`src/rtl/sdt_pkg.sv`:
```
// Shared types and reset defaults for the SD raster timing generator.
// Assumes 32-bit register words and the two supported standards.
package sdt_pkg;

    // Packed parameter word: upper half active count, lower half total count.
    typedef struct packed {
        logic [15:0] act;
        logic [15:0] tot;
    } sdt_par_t;

    typedef enum logic [1:0] {
        ADDR_HPAR = 2'd0,
        ADDR_VPAR = 2'd1,
        ADDR_MISC = 2'd2,
        ADDR_CTRL = 2'd3
    } sdt_addr_e;

    localparam int unsigned HACT_SD   = 720;
    localparam int unsigned HTOT_525  = 858;
    localparam int unsigned HTOT_625  = 864;
    localparam int unsigned VACT_525  = 240;
    localparam int unsigned VTOT_525  = 262;
    localparam int unsigned VACT_625  = 288;
    localparam int unsigned VTOT_625  = 312;

    // Horizontal default word in offset-8 encoding.
    function automatic sdt_par_t dflt_hpar(input logic std625);
        sdt_par_t p;
        p.act = 16'(HACT_SD - 8);
        p.tot = std625 ? 16'(HTOT_625 - 8) : 16'(HTOT_525 - 8);
        return p;
    endfunction

    // Vertical default word in offset-1 encoding.
    function automatic sdt_par_t dflt_vpar(input logic std625);
        sdt_par_t p;
        p.act = std625 ? 16'(VACT_625 - 1) : 16'(VACT_525 - 1);
        p.tot = std625 ? 16'(VTOT_625 - 1) : 16'(VTOT_525 - 1);
        return p;
    endfunction

    // Miscellaneous default: line compare one past the active line count.
    function automatic logic [31:0] dflt_misc(input logic std625);
        logic [11:0] cmp;
        cmp = std625 ? 12'(VACT_625 + 1) : 12'(VACT_525 + 1);
        return {4'b0, cmp, 16'b0};
    endfunction

endpackage

```
`src/rtl/sdt_regs.sv`:
```
// Register bank: software-written shadow copies plus applied copies that
// the counters use. Applied copies reload at a field end or while stopped.
// Assumes the field-end strobe comes from the counter block in this cycle.
module sdt_regs
    import sdt_pkg::*;
#(
    parameter int unsigned CNT_W = 12
) (
    input  logic             clk,
    input  logic             rst_n,
    input  logic             std_sel,
    input  logic             wr_en,
    input  logic [1:0]       wr_addr,
    input  logic [31:0]      wr_data,
    input  logic             field_end,
    output logic             run_en,
    output sdt_par_t         hpar_app,
    output sdt_par_t         vpar_app,
    output logic [CNT_W-1:0] cmp_app,
    output logic             ilace_app
);
    sdt_par_t    hpar_sh, vpar_sh;
    logic [31:0] misc_sh;
    logic        ilace_sh;
    logic        apply;

    // Applied copies may change only at a field boundary or while stopped.
    assign apply = field_end || !run_en;

    // Shadow registers written by software; defaults per standard in reset.
    always_ff @(posedge clk) begin
        if (!rst_n) begin
            hpar_sh  <= dflt_hpar(std_sel);
            vpar_sh  <= dflt_vpar(std_sel);
            misc_sh  <= dflt_misc(std_sel);
            ilace_sh <= 1'b0;
            run_en   <= 1'b0;
        end else if (wr_en) begin
            case (sdt_addr_e'(wr_addr))
                ADDR_HPAR: hpar_sh <= sdt_par_t'(wr_data);
                ADDR_VPAR: vpar_sh <= sdt_par_t'(wr_data);
                ADDR_MISC: misc_sh <= wr_data;
                ADDR_CTRL: begin
                    run_en   <= wr_data[0];
                    ilace_sh <= wr_data[1];
                end
                default: ;
            endcase
        end
    end

    // Applied registers feeding counters and decode.
    always_ff @(posedge clk) begin
        if (!rst_n) begin
            hpar_app  <= dflt_hpar(std_sel);
            vpar_app  <= dflt_vpar(std_sel);
            cmp_app   <= dflt_misc(std_sel)[16 +: CNT_W];
            ilace_app <= 1'b0;
        end else if (apply) begin
            hpar_app  <= hpar_sh;
            vpar_app  <= vpar_sh;
            cmp_app   <= misc_sh[16 +: CNT_W];
            ilace_app <= ilace_sh;
        end
    end

    // mid-field, the applied parameters stay frozen.
    assert_frozen_mid_field_R9: assert property (@(posedge clk) disable iff (!rst_n)
        (run_en && !field_end) |=> ($stable(hpar_app) && $stable(vpar_app) && $stable(cmp_app)));

    // interlace enable changes only at a field start or while stopped.
    assert_ilace_field_start_R10: assert property (@(posedge clk) disable iff (!rst_n)
        (run_en && !field_end) |=> $stable(ilace_app));

endmodule

```
`src/rtl/sdt_counters.sv`:
```
// Pixel, line and field counters. Counts one field at a time and flags
// the last cycle of a field. Assumes last values never change mid-field.
module sdt_counters #(
    parameter int unsigned CNT_W = 12
) (
    input  logic             clk,
    input  logic             rst_n,
    input  logic             en,
    input  logic [CNT_W-1:0] h_last,
    input  logic [CNT_W-1:0] v_last,
    output logic [CNT_W-1:0] h_cnt,
    output logic [CNT_W-1:0] v_cnt,
    output logic             field,
    output logic             field_end
);
    logic line_end;

    // End-of-line and end-of-field detection.
    assign line_end  = en && (h_cnt == h_last);
    assign field_end = line_end && (v_cnt == v_last);

    // Pixel counter: holds at 0 when stopped, wraps at the decoded total.
    always_ff @(posedge clk) begin
        if (!rst_n || !en)  h_cnt <= '0;
        else if (line_end)  h_cnt <= '0;
        else                h_cnt <= h_cnt + 1'b1;
    end

    // Line counter: advances on each line end, wraps at the field end.
    always_ff @(posedge clk) begin
        if (!rst_n || !en)  v_cnt <= '0;
        else if (field_end) v_cnt <= '0;
        else if (line_end)  v_cnt <= v_cnt + 1'b1;
    end

    // Field flag: inverts at each field end, cleared while stopped.
    always_ff @(posedge clk) begin
        if (!rst_n || !en)  field <= 1'b0;
        else if (field_end) field <= ~field;
    end

    // the pixel counter never goes past its last value.
    assert_no_overflow_R2: assert property (@(posedge clk) disable iff (!rst_n)
        en |-> (h_cnt <= h_last));

    // the field flag inverts at every field end.
    assert_field_toggle_R3: assert property (@(posedge clk) disable iff (!rst_n)
        (field_end && en) |=> (field != $past(field)));

    // stopping forces counters and field flag to zero.
    assert_hold_when_off_R8: assert property (@(posedge clk) disable iff (!rst_n)
        !en |=> (h_cnt == '0 && v_cnt == '0 && !field));

endmodule

```
`src/rtl/sdt_decode.sv`:
```
// Decodes the counters into active window, vertical sync and the
// line-compare event. Assumes active counts are already decoded.
module sdt_decode #(
    parameter int unsigned CNT_W    = 12,
    parameter int unsigned VS_LINES = 3
) (
    input  logic             clk,
    input  logic             rst_n,
    input  logic             en,
    input  logic [CNT_W-1:0] h_cnt,
    input  logic [CNT_W-1:0] v_cnt,
    input  logic [16:0]      h_act,
    input  logic [16:0]      v_act,
    input  logic [CNT_W-1:0] cmp,
    output logic             active,
    output logic             vsync,
    output logic             line_cmp
);
    localparam int unsigned PAD = 17 - CNT_W;

    logic [16:0] h_ext, v_ext;
    logic [17:0] vs_end;

    assign h_ext  = {{PAD{1'b0}}, h_cnt};
    assign v_ext  = {{PAD{1'b0}}, v_cnt};
    assign vs_end = {1'b0, v_act} + 18'(VS_LINES);

    // Window and event decode, all gated by the run enable.
    always_comb begin
        active   = en && (h_ext < h_act) && (v_ext < v_act);
        vsync    = en && (v_ext >= v_act) && ({1'b0, v_ext} < vs_end);
        line_cmp = en && (h_cnt == '0) && (v_cnt == cmp);
    end

    // active video and sync never overlap.
    assert_active_no_sync_R4: assert property (@(posedge clk) disable iff (!rst_n)
        active |-> !vsync);

    // sync starts on the first line after active video.
    assert_sync_start_R5: assert property (@(posedge clk) disable iff (!rst_n)
        $rose(vsync) |-> (v_ext == v_act && h_cnt == '0));

    // the compare event lasts a single cycle.
    assert_cmp_single_R6: assert property (@(posedge clk) disable iff (!rst_n)
        line_cmp |=> !line_cmp);

endmodule

```
`src/rtl/sd_raster_gen.sv`:
```
// Top level of the SD interlaced raster timing generator. Connects the
// register bank, counters and decode, and packs the status word.
// Assumes CNT_W is at least 10 so the default totals fit.
module sd_raster_gen
    import sdt_pkg::*;
#(
    parameter int unsigned CNT_W    = 12,
    parameter int unsigned VS_LINES = 3
) (
    input  logic             clk,
    input  logic             rst_n,
    input  logic             std_sel,
    input  logic             wr_en,
    input  logic [1:0]       wr_addr,
    input  logic [31:0]      wr_data,
    output logic [CNT_W-1:0] pix_cnt,
    output logic [CNT_W-1:0] line_cnt,
    output logic             field,
    output logic             active,
    output logic             vsync,
    output logic             line_cmp,
    output logic             interlace_on,
    output logic [31:0]      status
);
    localparam int unsigned FIELD_BIT = 16;

    logic             run_en, field_end;
    sdt_par_t         hpar, vpar;
    logic [CNT_W-1:0] cmp_val, h_last, v_last;
    logic [16:0]      h_act, v_act;

    // Decode offset-encoded parameters into last values and active counts.
    always_comb begin
        h_last = CNT_W'(hpar.tot + 16'd7);
        v_last = CNT_W'(vpar.tot);
        h_act  = {1'b0, hpar.act} + 17'd8;
        v_act  = {1'b0, vpar.act} + 17'd1;
    end

    sdt_regs #(.CNT_W(CNT_W)) u_regs (
        .clk       (clk),
        .rst_n     (rst_n),
        .std_sel   (std_sel),
        .wr_en     (wr_en),
        .wr_addr   (wr_addr),
        .wr_data   (wr_data),
        .field_end (field_end),
        .run_en    (run_en),
        .hpar_app  (hpar),
        .vpar_app  (vpar),
        .cmp_app   (cmp_val),
        .ilace_app (interlace_on)
    );

    sdt_counters #(.CNT_W(CNT_W)) u_cnt (
        .clk       (clk),
        .rst_n     (rst_n),
        .en        (run_en),
        .h_last    (h_last),
        .v_last    (v_last),
        .h_cnt     (pix_cnt),
        .v_cnt     (line_cnt),
        .field     (field),
        .field_end (field_end)
    );

    sdt_decode #(.CNT_W(CNT_W), .VS_LINES(VS_LINES)) u_dec (
        .clk      (clk),
        .rst_n    (rst_n),
        .en       (run_en),
        .h_cnt    (pix_cnt),
        .v_cnt    (line_cnt),
        .h_act    (h_act),
        .v_act    (v_act),
        .cmp      (cmp_val),
        .active   (active),
        .vsync    (vsync),
        .line_cmp (line_cmp)
    );

    // Status word: line count in the low bits, field flag at bit 16.
    always_comb begin
        status            = 32'(line_cnt);
        status[FIELD_BIT] = field;
    end

endmodule

```
`config.mk`:
```
export PLATFORM = sky130hd
export DESIGN_NAME = sd_raster_gen
export DESIGN_NICKNAME = d
export VERILOG_FILES = /design/src/rtl/sdt_pkg.sv /design/src/rtl/sdt_regs.sv /design/src/rtl/sdt_counters.sv /design/src/rtl/sdt_decode.sv /design/src/rtl/sd_raster_gen.sv
export SDC_FILE = /design/constraint.sdc
export NUM_CORES = 1
export LEC_CHECK = 0
export BUFFER_PORTS_ARGS = -buffer_cell sky130_fd_sc_hd__buf_2
export CAP_MARGIN = 20
export CORE_MARGIN = 5
export CORE_UTILIZATION = 30
export CTS_BUF_LIST = sky130_fd_sc_hd__clkbuf_8
export DETAILED_ROUTE_END_ITERATION = 10
export PLACE_DENSITY = 0.57
export SLEW_MARGIN = 30
export SYNTH_ARGS = -nofsm -noshare
export SYNTH_HDL_FRONTEND = slang
export SYNTH_SLANG_ARGS = --single-unit
```
`constraint.sdc`:
```
create_clock -name clk -period 5.03 [get_ports clk]
set_input_delay 0.2515 -clock clk [delete_from_list [all_inputs] [get_ports clk]]
set_output_delay 0.2515 -clock clk [all_outputs]
set_load 0.005 [all_outputs]
```
==> results of run 1 <==
## synthesized netlist by cell type (25+ instances only)
cell      instances  area share [%]
a21oi_1          30             1.7
and2_1           45             3.3
buf_4            33             2.9
clkbuf_1         25             1.1
dfxtp_1          60              14
edfxtp_1        104              36
ha_1             43             6.2
inv_1            30             1.3
nand2_1          76             3.3
nand3_1          34             2.0
nor2_1           37             1.6
o21ai_0          28             1.6
xnor2_1          47             4.8
xor2_1           28             2.8
## power groups by stage
stage	Clock [mW]	Combinational, mW	Sequential (mW)
2_1_floorplan	0	0.230	1.59
3_3_place_gp	0	0.287	1.61
3_5_place_dp	0	0.291	1.61
4_1_cts	0.987	0.294	1.58
5_1_grt	1.05	0.330	1.59
6_report	0.963	0.291	1.58
## final cells by class
class,instances,area [sq um]
timing repair buffer,86,465
multi-input combinational,580,3920
clock buffer,17,234
clock inverter,15,179
inverter,30,113
fill,2957,18800
sequential,164,4320
tap,384,480
## registers in the layout (all words and copies together) (netlist names)
name and flops:
u_regs.vpar_app 28, u_regs.misc_sh 12, u_regs.hpar_app 28, u_regs.hpar_sh 28
u_cnt.field 1, u_regs.cmp_app 12, u_cnt.h_cnt 12, u_regs.ilace_sh 1
u_regs.vpar_sh 28, u_cnt.v_cnt 12, u_regs.ilace_app 1, u_regs.run_en 1
## layer usage
metal  track usage, %  share of wire, %  wire length [microns]
met1             17.6                49                   9930
met2             20.0                46                   9230
met3             2.61               4.0                    803
met4             3.35               1.3                    265
met5                0                 0                      0
## tightest hold or removal path: cells and delay by family
family                 cells  cell delay [ns]
buffers and inverters      1             0.11
AND/OR/NAND/NOR            1             0.06
AO/OA/AOI/OAI              1             0.05
## kinds of logic after synthesis
kind of cell               after synthesis
AOI/OAI and AO/OA                      113
xor gates and xnor gates                76
adders and majority gates               43
buffers and inverters                   93
DFF                                    164
muxes                                    8
other                                    1
and+or+nand+nor                        321
## metrics by stage
stage                     hold slack, ns  total power [mW]
after floorplan                    0.376              1.82
after global placement             0.440              1.90
after detailed placement           0.445              1.90
after CTS                         0.0110              2.87
after global routing              0.0235              2.97
final                             0.0414              2.84
## worst max-delay path by stage
| stage | from | endpoint | slack [ns] | cells after the start |
|---|---|---|---|---|
| after floorplan | u_regs.hpar_app[0]$_SDFFCE_PN0P_ | u_regs.cmp_app[0]$_SDFFCE_PN1P_ | 1.86 | 9 |
| after global placement | u_regs.vpar_app[16]$_SDFFCE_PN1P_ | vsync | 1.31 | 14 |
| after detailed placement | u_regs.vpar_app[16]$_SDFFCE_PN1P_ | vsync | 1.34 | 14 |
| after CTS | u_regs.vpar_app[16]$_SDFFCE_PN1P_ | vsync | 0.78 | 14 |
| after global routing | u_regs.vpar_app[16]$_SDFFCE_PN1P_ | vsync | 0.55 | 14 |
| final | u_regs.vpar_app[16]$_SDFFCE_PN1P_ | vsync | 0.81 | 14 |
==> summary.md, run 1 <==
| Metric | Value |
|---|---|
| H-tree depth | 4 |
| PortBufs | 75 |
| FMAX | around 0.24 GHz |
| Hold Violations, Final | 0 |
| Post-DR vias/cell | 4.68 |
| Synth Register Bits | 164 |
| Rel. slew slack | 44.1% |
| Share of cells above drive strength 1 | between 15 and 20% |
| Max IR drop VDD | between 0.15 and 0.2 mV |
| Cell count after synthesis | between 800 and 900 |
| R2R setup slack | 1.52 ns |
| Max Slew Vio Count | 0 |
| Fin cells | about 1300 |
| Clock power frac | between 30% and 40% |
| Setup violations, final | 0 |
| Worst setup margin | ~0.8 ns |
| Area Growth Syn to Fin | 12.4% |
| Sequential fraction of the synthesis area | 50.0% |
| Number of flops mapped to enable cells by yosys | about 100 |
| Setup TNS Final | 0 ns |
| Clock buffer depth | 2 |
| Main combinational cell family by area after synthesis | simple AND/OR/NAND/NOR gates |
| Hold buffers post-CTS | 2 |
| CTS root buf | clkbuf_8 |
| Mean Syn Cell Area | 10.6 sq um |
| Cells along the critical path | ha_1, inv_1, or3_1, or2_0, xor2_1, nor3_1, xor2_1, ha_1, o211a_1, a221oi_1, o21ai_0, o31ai_1, nor2b_1, buf_2 |
| RSZ-0062 raised after global routing | no |
| Die Y | around 180 microns |
| Initial DRC count | about 340 |
| Reg2reg start | u_regs.hpar_app[0]$_SDFFCE_PN0P_ |
| Clock sink count | between 150 and 200 |
| Commonest cells after routing, fill and taps aside | edfxtp_1, nand2_1, buf_2, dfxtp_1, xnor2_1 |
| Power Internal | slightly above 2 mW |
| Crit-path leading delay family | simple AND/OR/NAND/NOR gates |
| Global-route wire length before repair | about 33 mm |
| Arrival time worst endpoint | 3.97 ns |
| Avg WL per Cell | 15.8 microns |
| Pin count of the biggest net entering global routing | slightly above 90 |
| Sequential fraction of design power | a little under three fifths |
| Remaining Overflow, GRT | 0 |
| Data required time at the worst endpoint | between 4 and 5 ns |
| RD Place Congestion | 0.807 |
| Commonest non-fill, non-tap cell in the layout | edfxtp_1 |
| Later-pin clock latency in the skew report | between 0.4 and 0.5 ns |
| Die ar. | 32300 sq um |
| Unique masters post-synth | 74 |
| Pre-CTS WS | between 1 and 1.5 ns |
| Ys async rst share | 0% |
| Worst setup SP type | flip-flop |
| Max Cap Viol | 0 |
| Worst r2r dst | u_regs.vpar_app[22]$_DFFE_PP_ |
| Synth Area in Compound Gates | 8.67% |
| Switching share of total power | ~28% |
| P_leak | ~3.9 nW |
| Worst Tran Pin Value | approximately 0.84 ns |
| # rows | 62 |
| Post-CTS Resized | 0 |
| Status | finished clean |
| Vias in the first global route | between 5000 and 6000 |
| Synth Area in Adders | under 10% |
| Io pins | 99 |
| Vias | between 5000 and 6000 |
| Starting density of the core | a little under a third |
| Worst-case reg-to-reg path depth | 10 |
| Post-route ant nets | 0 |
| Hold endpoint | u_regs.hpar_sh[24]$_SDFFE_PN0P_ |
| Mapped Area | 8650 sq um |
| Skew final | about 0.018 ns |
| Final wirelength | approximately 20 mm |
| DRC | 0 |
| Critical path class | flip-flop to primary output |
| Synth Area in XOR/XNOR | 7.78% |
| Final core occ | between 30% and 40% |
| Initial antenna violation count | 0 |
| Mux contribution to synthesized area | 0.940% |
| Antenna cells | 0 |
| CP max FO | 7 |
| Setup bufs post-CTS | 0 |
| Chip width | approximately 180 microns |
| Most used DFF post-synth | edfxtp_1 |
| Post-layout min period | 4.22 ns |
| CP max stage cell | edfxtp_1 |
| Switch Pwr | around 800 uW |
| HPWL Detailed | 14.6 mm |
| Tcrit/Tclk final | between 80% and 90% |
| Core ar. | 28500 sq um |
| DP Area | roughly 9300 sq um |
| Syn. warnings | 0 |
| PwrDens | between 200 and 300 nW/um^2 |
| Final #Nets | 960 |
| Crit path largest cell delay | 0.50 ns |
| Drt first pass iters | 4 |
| Combinational group share of total power | between 10% and 20% |
| Buffers & Inverters on Critical Path | 2 |
| CTS clk-pin slew, worst paths | 0.10 ns |
| Hold Path Cell Cnt | 3 |
| CTS tree | done |
| Dpl cells | between 1000 and 1500 |
| Worst hold path class | input pin to flip-flop |
| Tot GR Track Use | roughly an eighth |
| Setup crit end kind | primary output |
| Design Area, Final | between 9000 and 10000 sq um |
| Hold path startpoint | wr_data[24] |
| CTS buffer count | 17 |
| Simple-gate area share of the yosys netlist | between 20% and 30% |
Power figures use the tool's default switching activity.
==> run 2: changes to the inputs <==
--- a/config.mk
+++ b/config.mk
@@ -5,13 +5,14 @@
 export SDC_FILE = /design/constraint.sdc
 export NUM_CORES = 1
 export LEC_CHECK = 0
+export ABC_AREA = 1
 export BUFFER_PORTS_ARGS = -buffer_cell sky130_fd_sc_hd__buf_2
 export CAP_MARGIN = 20
 export CORE_MARGIN = 5
 export CORE_UTILIZATION = 30
 export CTS_BUF_LIST = sky130_fd_sc_hd__clkbuf_8
 export DETAILED_ROUTE_END_ITERATION = 10
-export PLACE_DENSITY = 0.57
+export PLACE_DENSITY = 0.58
 export SLEW_MARGIN = 30
 export SYNTH_ARGS = -nofsm -noshare
 export SYNTH_HDL_FRONTEND = slang
==> constraint.sdc (replaced) <==
create_clock -name clk -period 3.53 [get_ports clk]
set_input_delay 0.1765 -clock clk [delete_from_list [all_inputs] [get_ports clk]]
set_output_delay 0.1765 -clock clk [all_outputs]
set_load 0.005 [all_outputs]
==> summary.md, run 2 <==
| Metric | Value |
|---|---|
| Ys async rst share | 0% (unchanged) |
| Skew final | 0.0179 ns (-0.000190 ns) |
| Power Internal | 3.07 mW (+51%) |
| Worst Tran Pin Value | 0.876 ns (+0.0382 ns) |
| Arrival time worst endpoint | 3.16 ns (-0.81 ns) |
| Number of flops mapped to enable cells by yosys | 104 (unchanged) |
| P_leak | 4.88 nW (+26%) |
| CTS tree | done |
| Final core occ | 35.0% (+0.93 points) |
| Die Y | 187 microns (+4.0%) |
| # rows | 64 (+3.2%) |
| Worst Setup EP | vsync |
| Crit path largest cell delay | 0.46 ns (-0.04 ns) |
| Combinational group share of total power | 13.9% (+3.6 points) |
| RD Place Congestion | 0.853 (+5.8%) |
| Commonest cells after routing, fill and taps aside | nand2_1, inv_1, edfxtp_1, nor2_1, buf_2 |
| Remaining Overflow, GRT | 0 (unchanged) |
| DRC | 0 (unchanged) |
| Share of the synthesized area in the top cell type | 33.3% (-2.8 points) |
| Tcrit/Tclk final | 94.5% |
| Crit-path leading delay family | simple AND/OR/NAND/NOR gates |
| Count leader, synth | nand2_1 |
| Pin count of the biggest net entering global routing | 65 (-30%) |
| WL met2 | 10.9 mm (+18%) |
| Setup crit end kind | primary output |
| Sequential fraction of the synthesis area | 46.1% (-3.9 points) |
| Critical path class | flip-flop to primary output |
| Post-synth top cells | nand2_1, inv_1, edfxtp_1 |
| Final #Nets | 1284 (+34%) |
| Max Slew Vio Count | 0 (unchanged) |
| Synth Register Bits | 164 (unchanged) |
| Mean Syn Cell Area | 8.42 sq um (-20%) |
| Post-route ant nets | 0 (unchanged) |
| Sequential fraction of design power | 53.1% (-2.7 points) |
| Cells along the critical path | ha_2, inv_1, nand2_1, nand2_1, nand2_1, nor2_2, nand3_2, nor2_4, xor2_1, ha_1, nand2_1, o21a_1, nand2_1, nand2_1, nand2_1, nand2_1, nand2_1, nand3_1, nor2_1, nand3_1, nand2_1, inv_1, buf_2 |
| Register area | 4320 sq um (unchanged) |
| Synth area leader | edfxtp_1 |
| Syn. warnings | 0 (unchanged) |
| Io pins | 99 (unchanged) |
| H-tree depth | 4 (unchanged) |
| Buffers & Inverters on Critical Path | 3 (+1) |
| Worst r2r dst | u_regs.vpar_app[23]$_DFFE_PP_ |
| Hold Violations, Final | 0 (unchanged) |
| Area of the multi-input gates | 4280 sq um (+9.1%) |
| CP max FO | 4 (-3) |
| Top Metal Used | met4 |
| Most used DFF post-synth | edfxtp_1 |
| Drt first pass iters | 5 (+1) |
| Switching share of total power | 28.3% (about the same) |
| Initial DRC count | 410 (+20%) |
| Core ar. | 30700 sq um (+7.7%) |
| Starting density of the core | 30.5% (+0.24 points) |
| Worst-case reg-to-reg path depth | 11 (+1) |
| DR WL met3 | 1.02 mm (+27%) |
| Initial antenna violation count | 0 (unchanged) |
| Data required time at the worst endpoint | 3.35 ns (-1.43 ns) |
| Vias | 7341 (+23%) |
| Switch Pwr | 1.21 mW (+51%) |
| RSZ-0062 raised after global routing | yes |
| R2R setup slack | 0.72 ns (-0.80 ns) |
| WP depth | 23 (+9) |
| DP Area | 10100 sq um (+8.5%) |
| Mapped Area | 9390 sq um (+8.6%) |
| Area Growth Syn to Fin | 14.5% |
| Reg2reg start | u_regs.hpar_app[0]$_SDFFCE_PN0P_ |
| Post-layout min period | between 3 and 4 ns |
| Rel. slew slack | 41.2% (-2.9 points) |
| Max Cap Viol | 0 (unchanged) |
| Clock power frac | 33.0% (-0.9 points) |
| CTS buffer count | 17 (unchanged) |
| Final wirelength | 23.0 mm (+14%) |
| Unique masters post-synth | 48 (-35%) |
| CTS clk-pin slew, worst paths | 0.10 ns (about the same) |
| Post-DR vias/cell | 4.55 (-2.6%) |
| CP max stage cell | edfxtp_1 |
| Chip width | 187 microns (+4.0%) |
| Worst setup SP type | flip-flop |
| Tot GR Track Use | 13.1% (+0.55 points) |
| Crit. Startpoint | u_regs.vpar_app[17]$_SDFFCE_PN1P_ |
| FMAX | ~0.30 GHz |
| Worst hold path class | input pin to flip-flop |
| Antenna cells | 0 (unchanged) |
| Status | finished clean |
| Later-pin clock latency in the skew report | 0.46 ns (about the same) |
| Metal-1 WL | 10.8 mm (+8.5%) |
| Clock sink count | 164 (unchanged) |
| Avg WL per Cell | 14.2 microns (-10%) |
| CTS root buf | clkbuf_8 |
| Global-route wire length before repair | 37.3 mm (+15%) |
| Commonest non-fill, non-tap cell in the layout | nand2_1 |
| Cell mode on critical path | nand2_1 |
| HPWL Detailed | 17.1 mm (+17%) |
| Fill cells | 3224 (+9.0%) |
| Design Area, Final | 10800 sq um (+11%) |
| Share of cells above drive strength 1 | 17.5% (+1.1 points) |
| Synth area leaders | edfxtp_1, dfxtp_1, nand2_1 |
| Clock buffer depth | 2 (unchanged) |
| Vias in the first global route | 7157 (+23%) |
| Cell count after synthesis | 1115 (+36%) |
| PortBufs | 75 (unchanged) |
| Max IR drop VDD | 0.221 mV (+31%) |
| Setup violations, final | 0 (unchanged) |
| PwrDens | 399 nW/um^2 (+37%) |
| Final Total Pwr | 4.29 mW (+51%) |
| Die ar. | 34900 sq um (+8.1%) |
-- run 2: layout make-up --
class | instances | area share, %
inverter | 150 | 5.24
sequential | 164 | 40.2
tap | 396 | 4.61
clock inverter | 15 | 1.58
timing repair buffer | 112 | 6.40
clock buffer | 17 | 2.18
multi-input combinational | 758 | 39.8
-- run 2: kinds of logic after synthesis --
logic type / synth area share, %
buf+inv: 10.3
xor+xnor: 5.49
compound gates: 5.62
simple gates: 26.7
other cells: 0.0399
flops: 46.1
fa+ha+maj: 5.73
-- run 2: worst register-to-register path: stages, from the launching register on --
cell      delay, ns
edfxtp_1       0.40
inv_1          0.14
ha_1           0.20
nand2_1        0.09
nand2_2        0.10
nor2_2         0.06
xor2_1         0.15
or2_4          0.27
nor2_2         0.23
nand4_4        0.14
nand3_2        0.35
buf_12         0.31
-- run 2: layer usage --
layer | track usage [%] | vias to the layer above
met5 | 0 | -
met4 | 2.84 | 0
met3 | 2.48 | 18
met2 | 22.0 | 161
met1 | 17.7 | 3397
li1 | - | 3765
-- run 2: timing repair --
action,4_1_cts,5_1_grt
endpoints found under the hold margin,16,0
buffers inserted,3,7
pin swaps,1,9
hold buffers,9,0
endpoints found under the setup margin,2,2
resized for setup,7,22
-- run 2: how the worst min path moves through the flow --
stage	start	to	slack (ns)	depth (start not counted)
3_5_place_dp	wr_data[25]	u_regs.hpar_sh[25]$_SDFFE_PN1P_	0.44	3
3_3_place_gp	u_regs.ilace_sh$_SDFFE_PN0P_	u_regs.ilace_sh$_SDFFE_PN0P_	0.44	2
6_report	wr_data[23]	u_regs.hpar_sh[23]$_SDFFE_PN1P_	0.03	3
4_1_cts	wr_data[23]	u_regs.hpar_sh[23]$_SDFFE_PN1P_	0.003	3
5_1_grt	wr_data[4]	u_regs.hpar_sh[4]$_SDFFCE_PN1P_	0.004	3
2_1_floorplan	wr_data[25]	u_regs.hpar_sh[25]$_SDFFE_PN1P_	0.30	2
-- run 2: through the flow --
| stage | setup TNS [ns] | setup WS, ns | std cells | hold slack, ns |
|---|---|---|---|---|
| 6_report | 0 | 0.194 | 1612 | 0.0256 |
| 2_1_floorplan | 0 | 0.821 | 1133 | 0.303 |
| 3_3_place_gp | 0 | 0.375 | 1561 | 0.436 |
| 4_1_cts | 0 | 0.00722 | 1605 | 0.00319 |
| 5_1_grt | -0.154 | -0.154 | 1612 | 0.00381 |
| 3_5_place_dp | 0 | 0.355 | 1561 | 0.436 |
-- run 2: power groups by stage --
| stage | clock network, mW | logic [mW] | registers, mW |
|---|---|---|---|
| 5_1_grt | 1.52 | 0.685 | 2.29 |
| 3_5_place_dp | 0 | 0.547 | 2.32 |
| 3_3_place_gp | 0 | 0.536 | 2.32 |
| 2_1_floorplan | 0 | 0.432 | 2.30 |
| 4_1_cts | 1.44 | 0.567 | 2.28 |
| 6_report | 1.41 | 0.597 | 2.28 |
==> run 3: changes to the inputs <==
--- a/config.mk
+++ b/config.mk
@@ -13,6 +13,7 @@
 export CTS_BUF_LIST = sky130_fd_sc_hd__clkbuf_8
 export DETAILED_ROUTE_END_ITERATION = 10
 export PLACE_DENSITY = 0.58
+export REMOVE_ABC_BUFFERS = 1
 export SLEW_MARGIN = 30
 export SYNTH_ARGS = -nofsm -noshare
 export SYNTH_HDL_FRONTEND = slang
==> summary.md, run 3 (synthesized netlist as in run 2, its figures left out) <==
| Metric | Value |
|---|---|
| Worst r2r dst | u_regs.vpar_app[18]$_SDFFCE_PN1P_ |
| Skew final | 0.0130 ns (-0.00486 ns) |
| PortBufs | 75 (unchanged) |
| HPWL Detailed | 16.9 mm (-0.76%) |
| Design Area, Final | 10800 sq um (+0.62%) |
| Io pins | 99 (unchanged) |
| FMAX | 0.298 GHz (-0.51%) |
| Commonest non-fill, non-tap cell in the layout | nand2_1 |
| Crit path largest cell delay | 0.46 ns (about the same) |
| Rel. slew slack | 37.6% (-3.6 points) |
| H-tree depth | 4 (unchanged) |
| Data required time at the worst endpoint | 3.35 ns (about the same) |
| Worst hold margin | 0.0200 ns (-0.00556 ns) |
| Setup TNS Final | 0 ns (unchanged) |
| Setup violations, final | 0 (unchanged) |
| Chip width | 187 microns (unchanged) |
| Tot GR Track Use | 12.8% (-0.33 points) |
| Final Total Pwr | 4.31 mW (+0.40%) |
| Global-route wire length before repair | 36.6 mm (-1.9%) |
| Critical path class | flip-flop to primary output |
| Worst setup margin | 0.176 ns (-0.0171 ns) |
| Initial DRC count | 498 (+21%) |
| CP max FO | 4 (unchanged) |
| DRC | 0 (unchanged) |
| Max IR drop VDD | 0.209 mV (-5.7%) |
| Crit. Startpoint | u_regs.vpar_app[17]$_SDFFCE_PN1P_ |
| # rows | 64 (unchanged) |
| Arrival time worst endpoint | 3.18 ns (+0.02 ns) |
| Remaining Overflow, GRT | 0 (unchanged) |
| Commonest cells after routing, fill and taps aside | nand2_1, inv_1, edfxtp_1, nor2_1, buf_2 |
| Clock sink count | 164 (unchanged) |
| RSZ-0062 raised after global routing | yes |
| Reg2reg start | u_cnt.v_cnt[8]$_SDFFE_PP0P_ |
| Hold endpoint | u_regs.hpar_sh[28]$_SDFFE_PN0P_ |
| Max Cap Viol | 0 (unchanged) |
| Die ar. | 34900 sq um (unchanged) |
| Tcrit/Tclk final | 95.0% (+0.48 points) |
| Share of cells above drive strength 1 | 17.8% (+0.26 points) |
| Cell mode on critical path | nand2_1 |
| Final core occ | 35.2% (+0.22 points) |
| CP max stage cell | edfxtp_1 |
| Setup crit end kind | primary output |
| Worst-case reg-to-reg path depth | 7 (-4) |
| P_leak | 4.90 nW (+0.41%) |
| Avg WL per Cell | 13.9 microns (-2.2%) |
| Core ar. | 30700 sq um (unchanged) |
| Fin cells | 1617 (+0.31%) |
| Worst setup SP type | flip-flop |
| Dpl cells | 1562 (+0.064%) |
| Post-route ant nets | 0 (unchanged) |
| RD Place Congestion | 0.855 (+0.28%) |
| Max Slew Vio Count | 0 (unchanged) |
| Final wirelength | 22.5 mm (-1.9%) |
| PwrDens | 398 nW/um^2 (-0.21%) |
| Pre-CTS WS | 0.370 ns (+0.0149 ns) |
| Starting density of the core | 30.5% (unchanged) |
| Later-pin clock latency in the skew report | 0.46 ns (about the same) |
| Clock buffer depth | 2 (unchanged) |
| Hold Violations, Final | 0 (unchanged) |
| Drt first pass iters | 8 (+3) |
| Hold Path Cell Cnt | 3 (unchanged) |
| R2R setup slack | 0.86 ns (+0.14 ns) |
| Initial antenna violation count | 0 (unchanged) |
| Worst hold path class | input pin to flip-flop |
| DP Area | 10100 sq um (about the same) |
| Die Y | 187 microns (unchanged) |
| Vias in the first global route | 6971 (-2.6%) |
| Post-layout min period | 3.35 ns (+0.0171 ns) |
| Crit-path leading delay family | simple AND/OR/NAND/NOR gates |
| Buffers & Inverters on Critical Path | 3 (unchanged) |
| Vias | 7444 (+1.4%) |
| Worst Tran Pin Value | 0.935 ns (+0.0586 ns) |
| Cells along the critical path | ha_2, inv_1, nand2_1, nand3_2, nor2_4, nand3_4, nor2_4, xor2_1, ha_1, a21oi_1, o21a_1, nand2_1, nand2_1, nand2_1, nand2_1, nand2_1, nand3_1, nor2_1, nand3_1, nand2_1, inv_1, buf_2 |
| CTS root buf | clkbuf_8 |
| CTS buffer count | 17 (unchanged) |
| Final #Nets | 1289 (+0.39%) |
| Area Growth Syn to Fin | 15.2% |
| Pin count of the biggest net entering global routing | 42 (-35%) |
| CTS clk-pin slew, worst paths | 0.10 ns (about the same) |
| Antenna cells | 0 (unchanged) |
| CTS tree | done |
| Hold path startpoint | wr_data[28] |
| Post-DR vias/cell | 4.60 (+1.1%) |
| Status | finished clean |
==> run 3: cell type report <==
cell class                 instances  area (sq um)
fill                            3199         19900
sequential                       164          4320
multi-input combinational        758          4290
timing repair buffer             117           716
inverter                         150           563
tap                              396           495
clock buffer                      17           234
clock inverter                    15           191
==> run 3: report_power, final <==
group          internal [mW]  switching [mW]
Sequential              2.20          0.0793
Clock                  0.607           0.815
Combinational          0.229           0.377
==> run 3: worst max-delay path by stage <==
stage | slack (ns) | cells after the start | end
2_1_floorplan | 0.11 | 8 | u_regs.cmp_app[0]$_SDFFCE_PN1P_
3_3_place_gp | 0.44 | 23 | vsync
3_5_place_dp | 0.37 | 23 | vsync
4_1_cts | 0.005 | 23 | vsync
5_1_grt | -0.09 | 23 | vsync
6_report | 0.18 | 22 | vsync
==> run 3: metal layers <==
layer / track usage, % / part of all wire (%)
met3: 2.65 / 4.4
met2: 20.0 / 45
met1: 18.0 / 49
met4: 3.73 / 1.5
met5: 0 / 0
==> run 3: what timing repair did <==
item | in CTS | in global routing
setup endpoints to repair | 1 | 2
endpoints found under the hold margin | 10 | 2
setup buffers | 5 | 9
hold buffers | 7 | 2
gates resized for setup | 4 | 25
pin swaps | 2 | 8
==> run 3: worst reg2reg max path: stages, from the launching register on <==
cell and delay, ns:
dfxtp_1 0.58, inv_1 0.21, nand2_1 0.10, nand4_1 0.10
nor4_1 0.61, nand4_4 0.17, nand3_2 0.10, buf_4 0.41
